<file path="config.mk">
export PLATFORM = sky130hd
export DESIGN_NAME = isa_wait_stretcher
export DESIGN_NICKNAME = d
export VERILOG_FILES = /design/src/rtl/isa_wait_pkg.sv /design/src/rtl/isa_port_match.sv /design/src/rtl/isa_wait_counter.sv /design/src/rtl/isa_wait_stretcher.sv
export SDC_FILE = /design/constraint.sdc
export NUM_CORES = 1
export LEC_CHECK = 0
export ABC_AREA = 1
export BUFFER_PORTS_ARGS = -buffer_cell sky130_fd_sc_hd__buf_4
export CORE_AREA = 5 5 42 44
export DETAILED_ROUTE_END_ITERATION = 8
export DIE_AREA = 0 0 47 49
export GPL_ROUTABILITY_DRIVEN = 0
export GPL_TIMING_DRIVEN = 1
export HOLD_SLACK_MARGIN = 0.15
export SLEW_MARGIN = 5
export SYNTH_ARGS = -nofsm -noshare
export SYNTH_HDL_FRONTEND = slang
export SYNTH_SLANG_ARGS = --single-unit
</file>
<file path="constraint.sdc">
create_clock -name clk -period 2.55 [get_ports clk]
set_clock_uncertainty 0.1 [all_clocks]
set_input_delay 0.51 -clock clk [delete_from_list [all_inputs] [get_ports clk]]
set_output_delay 0.51 -clock clk [all_outputs]
set_load 0.01 [all_outputs]
</file>
<file path="src/rtl/isa_wait_pkg.sv">
// Shared types for the ISA wait-state generator.
// Assumes: consumers only need the sequencer state encoding.
package isa_wait_pkg;

    typedef enum logic [1:0] {
        WS_IDLE    = 2'd0,   // waiting for a qualified access
        WS_STRETCH = 2'd1,   // holding the channel-ready line low
        WS_RELEASE = 2'd2    // wait done, waiting for the strobe to drop
    } ws_state_e;

endpackage

</file>
<file path="src/rtl/isa_port_match.sv">
// Address and strobe decode for the bridge's two-port window.
// Matches the port pair by ignoring address bit 0 and qualifies the match with
// a low DMA enable and either I/O strobe. Purely combinational.
// Assumes: strobes are active-low and already in the bus-clock domain.
module isa_port_match #(
    parameter int          ADDR_W    = 10,
    parameter logic [9:0]  BASE_ADDR = 10'h220
) (
    input  logic              aen,
    input  logic [ADDR_W-1:0] io_addr,
    input  logic              ior_n,
    input  logic              iow_n,
    output logic              strobe,
    output logic              qualified
);

    localparam int PAIR_W = ADDR_W - 1;
    localparam logic [PAIR_W-1:0] PAIR_TAG = BASE_ADDR[ADDR_W-1:1];

    logic window_hit;

    // Compare everything above bit 0 so both ports of the pair hit.
    always_comb begin
        window_hit = (io_addr[ADDR_W-1:1] == PAIR_TAG) && !aen;
        strobe     = !ior_n || !iow_n;
        qualified  = window_hit && strobe;
    end

endmodule

</file>
<file path="src/rtl/isa_wait_counter.sv">
// Wait-length down counter.
// A load starts it at WAIT_CYCLES-1; it then counts down to zero and holds
// there. A clear (terminal count) or reset forces it to zero.
// Assumes: load and clear are never asserted together by the sequencer.
module isa_wait_counter #(
    parameter int WAIT_CYCLES = 5
) (
    input  logic clk,
    input  logic rst_n,
    input  logic load,
    input  logic clear,
    output logic cnt_zero
);

    localparam int CNT_W = (WAIT_CYCLES > 1) ? $clog2(WAIT_CYCLES) : 1;
    localparam logic [CNT_W-1:0] LOAD_VAL = CNT_W'(WAIT_CYCLES - 1);

    logic [CNT_W-1:0] cnt_q;

    // Load, clear or step the counter once per bus clock.
    always_ff @(posedge clk) begin
        if (!rst_n)
            cnt_q <= '0;
        else if (load)
            cnt_q <= LOAD_VAL;
        else if (clear)
            cnt_q <= '0;
        else if (cnt_q != '0)
            cnt_q <= cnt_q - 1'b1;
    end

    assign cnt_zero = (cnt_q == '0);

    // The count never exceeds the programmed wait length.
    assert_count_range_R2: assert property (@(posedge clk) disable iff (!rst_n)
        cnt_q <= LOAD_VAL);

    // A load always leaves a non-zero count unless the wait is one cycle.
    assert_load_value_R2: assert property (@(posedge clk) disable iff (!rst_n)
        load |=> (cnt_q == LOAD_VAL));

endmodule

</file>
<file path="src/rtl/isa_wait_stretcher.sv">
// ISA I/O wait-state generator (top).
// Starts a fixed-length wait on each qualified access to the port pair, pulls
// io_ready low for WAIT_CYCLES bus clocks, then waits for the strobe to drop
// before re-arming. Reset clears the state and forces io_ready high at once.
// Assumes: inputs are synchronous to clk; WAIT_CYCLES >= 1.
module isa_wait_stretcher
    import isa_wait_pkg::*;
#(
    parameter int          ADDR_W      = 10,
    parameter logic [9:0]  BASE_ADDR   = 10'h220,
    parameter int          WAIT_CYCLES = 5
) (
    input  logic              clk,
    input  logic              rst_n,
    input  logic              aen,
    input  logic [ADDR_W-1:0] io_addr,
    input  logic              ior_n,
    input  logic              iow_n,
    output logic              io_ready
);

    localparam int RUN_W = $clog2(WAIT_CYCLES + 1) + 1;

    ws_state_e state_q;
    logic      strobe;
    logic      qualified;
    logic      cnt_zero;
    logic      start_wait;
    logic      term_cnt;
    logic      hold;

    isa_port_match #(
        .ADDR_W    (ADDR_W),
        .BASE_ADDR (BASE_ADDR)
    ) u_match (
        .aen       (aen),
        .io_addr   (io_addr),
        .ior_n     (ior_n),
        .iow_n     (iow_n),
        .strobe    (strobe),
        .qualified (qualified)
    );

    // Sequencer handshakes to the counter: start on a fresh access, clear at end.
    always_comb begin
        start_wait = (state_q == WS_IDLE) && qualified;
        term_cnt   = (state_q == WS_STRETCH) && cnt_zero;
        hold       = (state_q == WS_STRETCH);
    end

    isa_wait_counter #(
        .WAIT_CYCLES (WAIT_CYCLES)
    ) u_count (
        .clk      (clk),
        .rst_n    (rst_n),
        .load     (start_wait),
        .clear    (term_cnt),
        .cnt_zero (cnt_zero)
    );

    // Sequencer: idle -> stretch -> release -> idle once the strobe is gone.
    always_ff @(posedge clk) begin
        if (!rst_n) begin
            state_q <= WS_IDLE;
        end else begin
            unique case (state_q)
                WS_IDLE:    if (qualified) state_q <= WS_STRETCH;
                WS_STRETCH: if (term_cnt)  state_q <= WS_RELEASE;
                WS_RELEASE: if (!strobe)   state_q <= WS_IDLE;
                default:                   state_q <= WS_IDLE;
            endcase
        end
    end

    // Ready is high unless stretching; reset overrides without a clock edge.
    assign io_ready = !hold || !rst_n;

    // ---------------- assertions ----------------

    // Length of the current low run, for the wait-length checks.
    logic [RUN_W-1:0] chk_low_run;

    // Count consecutive edges at which the wait was active.
    always_ff @(posedge clk) begin
        if (!rst_n)
            chk_low_run <= '0;
        else if (hold)
            chk_low_run <= chk_low_run + 1'b1;
        else
            chk_low_run <= '0;
    end

    assert_start_low_R1: assert property (@(posedge clk) disable iff (!rst_n)
        (state_q == WS_IDLE && qualified) |=> !io_ready);

    assert_wait_length_R2: assert property (@(posedge clk) disable iff (!rst_n)
        (!hold && chk_low_run != '0) |-> (chk_low_run == RUN_W'(WAIT_CYCLES)));

    assert_no_overrun_R2: assert property (@(posedge clk) disable iff (!rst_n)
        hold |-> (chk_low_run < RUN_W'(WAIT_CYCLES)));

    assert_dma_ignored_R3: assert property (@(posedge clk) disable iff (!rst_n)
        (io_ready && aen) |=> io_ready);

    assert_single_wait_R6: assert property (@(posedge clk) disable iff (!rst_n)
        ($rose(io_ready) && strobe) |=> io_ready);

    // Reset forces the ready line high without an edge.
    always_comb begin
        if (rst_n === 1'b0)
            assert_reset_ready_R7: assert (io_ready);
    end

endmodule

</file>
# Yosys cells after proc, flatten, opt, wreduce, memory -nomap -nowiden

Cells that the tools add are included.

ROM bits: 0
Flip-flop bits (word level): 5
Bits of input ports: 15
Word-level logic and storage cells: 35
Bits in latches: 0
RAM bits: 0
Memories: 0
Output and inout bits: 1

Magnitude comparators: 0
Shifts and indexed selects: 0
Reductions and logical operators: 17
$add $sub $neg: 1
Divide/modulo/power cells: 0
Multipliers: 0
Bitwise operators: 1
Muxes and demuxes: 7
Equal/unequal tests: 6

Operator list:

| kind                  | number |
|---|---|
| $eq A9 B9 Y1 const B  | 1 |
| $mux W3               | 3 |
| $mux W2               | 3 |
| $ne A2 B2 Y1 const B  | 3 |
| $pmux W2 S3           | 1 |
| $reduce_bool A3 Y1    | 2 |
| $logic_not A1 Y1      | 5 |
| $logic_and A1 B1 Y1   | 4 |
| $logic_not A3 Y1      | 1 |
| $reduce_and A3 Y1     | 1 |
| $reduce_or A3 Y1      | 1 |
| $sub A3 B1 Y3 const B | 1 |
| $eq A2 B1 Y1 const B  | 1 |
| $eq A2 B2 Y1 const B  | 1 |
| $logic_not A2 Y1      | 1 |
| $logic_or A1 B1 Y1    | 2 |
| $not A1 Y1            | 1 |

# Longest topological paths before layout

Word-level depth: 5
Depth in mapped cells: 8
Gate-level depth less buffers: 8

# Cells and area by module

Synthesis repeated with hierarchy kept, for this count alone.

Cells, all modules: 54
Area total of the unflattened synthesis: 346.6 um^2

Modules (own cells, without submodules):

| module             | area each (um^2) | cells an instance | instances | seq. area each (um^2) |
|---|---|---|---|---|
| isa_wait_counter   | 181.4            | 26                | 1         | 60.1 |
| isa_wait_stretcher | 101.3            | 14                | 1         | 40.0 |
| isa_port_match     | 63.8             | 14                | 1         | 0.0 |

# Least setup slack after synthesis

No wires, ideal clock.

Kind: input to output
Start point: in rst_n
End point: out io_ready
Buffers on the path: 0
Path slack: 1.343 ns
Stages on the path: 1
Data required time: 1.940 ns
Arrival time: 0.597 ns
Cell sequence: nand2_1

Cells in the longest elaborated chain, start to end: 2

RTL lines:

| item               | RTL line                 | RTL |
|---|---|---|
| start: declaration | isa_wait_stretcher.sv:14 | `input logic rst_n,` |
| $logic_not A1 Y1   | --                       |  |
| $logic_or A1 B1 Y1 | isa_wait_stretcher.sv:76 | `assign io_ready = !hold \|\| !rst_n;` |
| end: declaration   | isa_wait_stretcher.sv:19 | `output logic io_ready` |

Every way passes these cells.

# Final worst setup path

Start point: reg state_q[0]
End point: out io_ready

Cells in the longest elaborated chain, start to end: 3

RTL lines:

| item                     | RTL line                 | RTL |
|---|---|---|
| start: declaration       | isa_wait_stretcher.sv:24 | `ws_state_e state_q;` |
| start signal: assignment | isa_wait_stretcher.sv:64 | `state_q <= WS_IDLE;` |
| start signal: assignment | isa_wait_stretcher.sv:67 | `WS_IDLE: if (qualified) state_q <= WS_STRETCH;` |
| start signal: assignment | isa_wait_stretcher.sv:68 | `WS_STRETCH: if (term_cnt) state_q <= WS_RELEASE;` |
| $eq A2 B1 Y1             | isa_wait_stretcher.sv:48 | `hold = (state_q == WS_STRETCH);` |
| $logic_not A1 Y1         | isa_wait_stretcher.sv:76 |  |
| $logic_or A1 B1 Y1       | isa_wait_stretcher.sv:76 |  |

Every way passes these cells.

==> qor.txt <==
status: finished clean
DR iter-0 viols: 1
Root Buffer: clkbuf_4
Resize count post-CTS: 0
Vias: 304
layout cells sized above 1: 0.297
part of the cycle the worst path needs: 0.628
top-area cell type share of the netlist area: 0.335
Die X-Extent: 47 µm
simple-gate area share of the yosys netlist: 0.310
post-synthesis mux area share: 0
cells after synthesis: 46
metal2 WL: 229 µm
clk slew on worst S/H paths: 40 ps
VDD IR-drop max: 0.000420 V
Tightest Hold Check Type: register to register
setup TNS: 0 ps
I/O pin cnt: 16
CP endpoint kind: output pin
largest net degree at the start of global routing: 6
synthesized area per cell: 6.50 µm²
Critical Path Start: state_q[0]
Max-Cap Viols: 0
RSZ-0062 raised after global routing: no
YS warnings: 0
min cycle time layout: 1600 ps
initial antenna violation count: 0
final WL: 609 µm
number of diodes: 0
Synth Area in Adders: 0.0837
vias in the first global route: 263
drt pass-1 iters: 2
ANT nets after route: 0
sequential area share after synthesis: 0.335
core box area: 0.00140 mm²
global route overflow: 0
CTS tree: done
clock buffer depth: 2
Yosys reg bits: 5
Hold Crit Start: state_q[1]
Slew headroom: 0.869
Lkg Pwr: 0.226 nW
Area contributors post-synth: dfxtp_1 (33%), nor2_1 (14%), inv_1 (11%), nand2_1 (10%), ha_1 (8.4%)
Setup violations, final: 0
critical path class: register to output pin
Hold Buf Count CTS: 0
later-pin clock latency in the skew report: 240 ps
Wirelength per Cell: 7.61 µm
Syn-to-layout area delta: 50.6%
Critical Path Source Type: register
worst reg2reg startpoint: u_count.cnt_q[0]
Num CTS Buffers: 3
syn nets: 63
I/O Buffers: 14
Tot Pwr: 0.000341 W
Met1 Wirelength: 256 µm
xor/xnor share of the synthesized area: 0.0293
Die Y: 49 µm
vias per cell: 3.80
crit-path max FO: 3
H-tree levels: 1
post-synthesis cell type count: 12
clock sink count: 5
Worst-Margin Slew: 196 ps
Setup Fix Bufs, Post-CTS: 0
Final HPWL DP: 503 µm
DRC Markers: 0
fin nets: 82
Initial Utilization: 0.213
Row Count: 14
Max Transition Viols Final: 0
metal3 WL: 123 µm
pwr dens: 757 mW/mm²
main combinational cell family by area after synthesis: simple AND/OR/NAND/NOR gates
Hold Fails Final Rpt: 0
post-synthesis compound-gate area fraction: 0.130
full die area: 0.00230 mm²
post-synth top area cell: dfxtp_1
GRT Util Overall: 0.0613
Required @ worst endpoint: 1940 ps
Top Metal Used: met3
global-route wire length before repair: 979 µm
Synth Cell Area: 299 µm²
Critical Path AT: 990 ps
FMAX: 624 MHz
## cell usage in the layout (no fill, tap or decap)
cell      instances
a21oi_1           3
clkbuf_4          3
nor2_1           11
o21ai_1           1
a21oi_2           1
xor2_1            1
o21ai_0           2
inv_1             9
dfxtp_1           5
nor2_4            1
clkbuf_1          1
ha_1              2
nand3_1           2
buf_4            14
nand2_1           8
## cell families (layout without fill, tap and decap cells)
logic type                 after synthesis  after routing
DFF                                      5              5
and+or+nand+nor                         22             22
AOI/OAI and AO/OA                        7              7
adders and majority gates                2              2
buffers and inverters                    9             27
xor gates and xnor gates                 1              1
## final timing paths
check                                   endpoint  slack [ps]  cells after the start
worst min register to register        state_q[1]         410                      2
worst min-delay path                  state_q[1]         410                      2
worst max register to register  u_count.cnt_q[2]        1350                      7
worst max-delay path                    io_ready         950                      4
## per-stage QoR
step | instance area [µm²] | hold WS [ps] | std cells | util | setup WS, ps
2_1_floorplan | 299 | 375 | 46 | - | 1340
3_3_place_gp | 424 | 402 | 76 | 0.303 | 1150
3_5_place_dp | 424 | 402 | 76 | 0.303 | 1130
4_1_cts | 450 | 408 | 80 | 0.321 | 929
5_1_grt | 450 | 423 | 80 | 0.321 | 874
6_report | 450 | 406 | 80 | 0.321 | 948
## state kept, by name, indices dropped and copies added, names as in the netlist
signal         cells
u_count.cnt_q      3
state_q            2
## synthesized netlist by cell type
cell	instances
a21oi_1	3
a21oi_2	1
dfxtp_1	5
ha_1	2
inv_1	9
nand2_1	8
nand3_1	2
nor2_1	11
nor2_4	1
o21ai_0	2
o21ai_1	1
xor2_1	1
## where the power goes
part	leakage (nW)	switching (W)	internal, W
clock	0.0150	0.0000298	0.0000590
combinational	0.170	0.0000708	0.0000630
sequential	0.0410	0.0000189	0.0000995
total	0.226	0.000120	0.000221
## critical path, stage by stage, from the launching register on
cell	delay (ps)
dfxtp_1	320
inv_1	50
nor2_1	160
nand2_1	80
buf_4	150
## cell type report
type | instances | area, µm²
flip-flops and latches | 5 | 100
well taps | 16 | 20.0
repair buffers | 14 | 105
inverters | 9 | 33.8
clock buffers | 4 | 26.3
fillers | 165 | 951
multi-input cells | 32 | 165
## layer usage
| layer | global-route usage | vias to the layer above |
|---|---|---|
| met5 | 0 | - |
| met4 | 0.0138 | 0 |
| met3 | 0.0812 | 0 |
| met2 | 0.0679 | 15 |
| met1 | 0.0705 | 113 |
| li1 | - | 176 |
(Power assumes the default switching activity.)
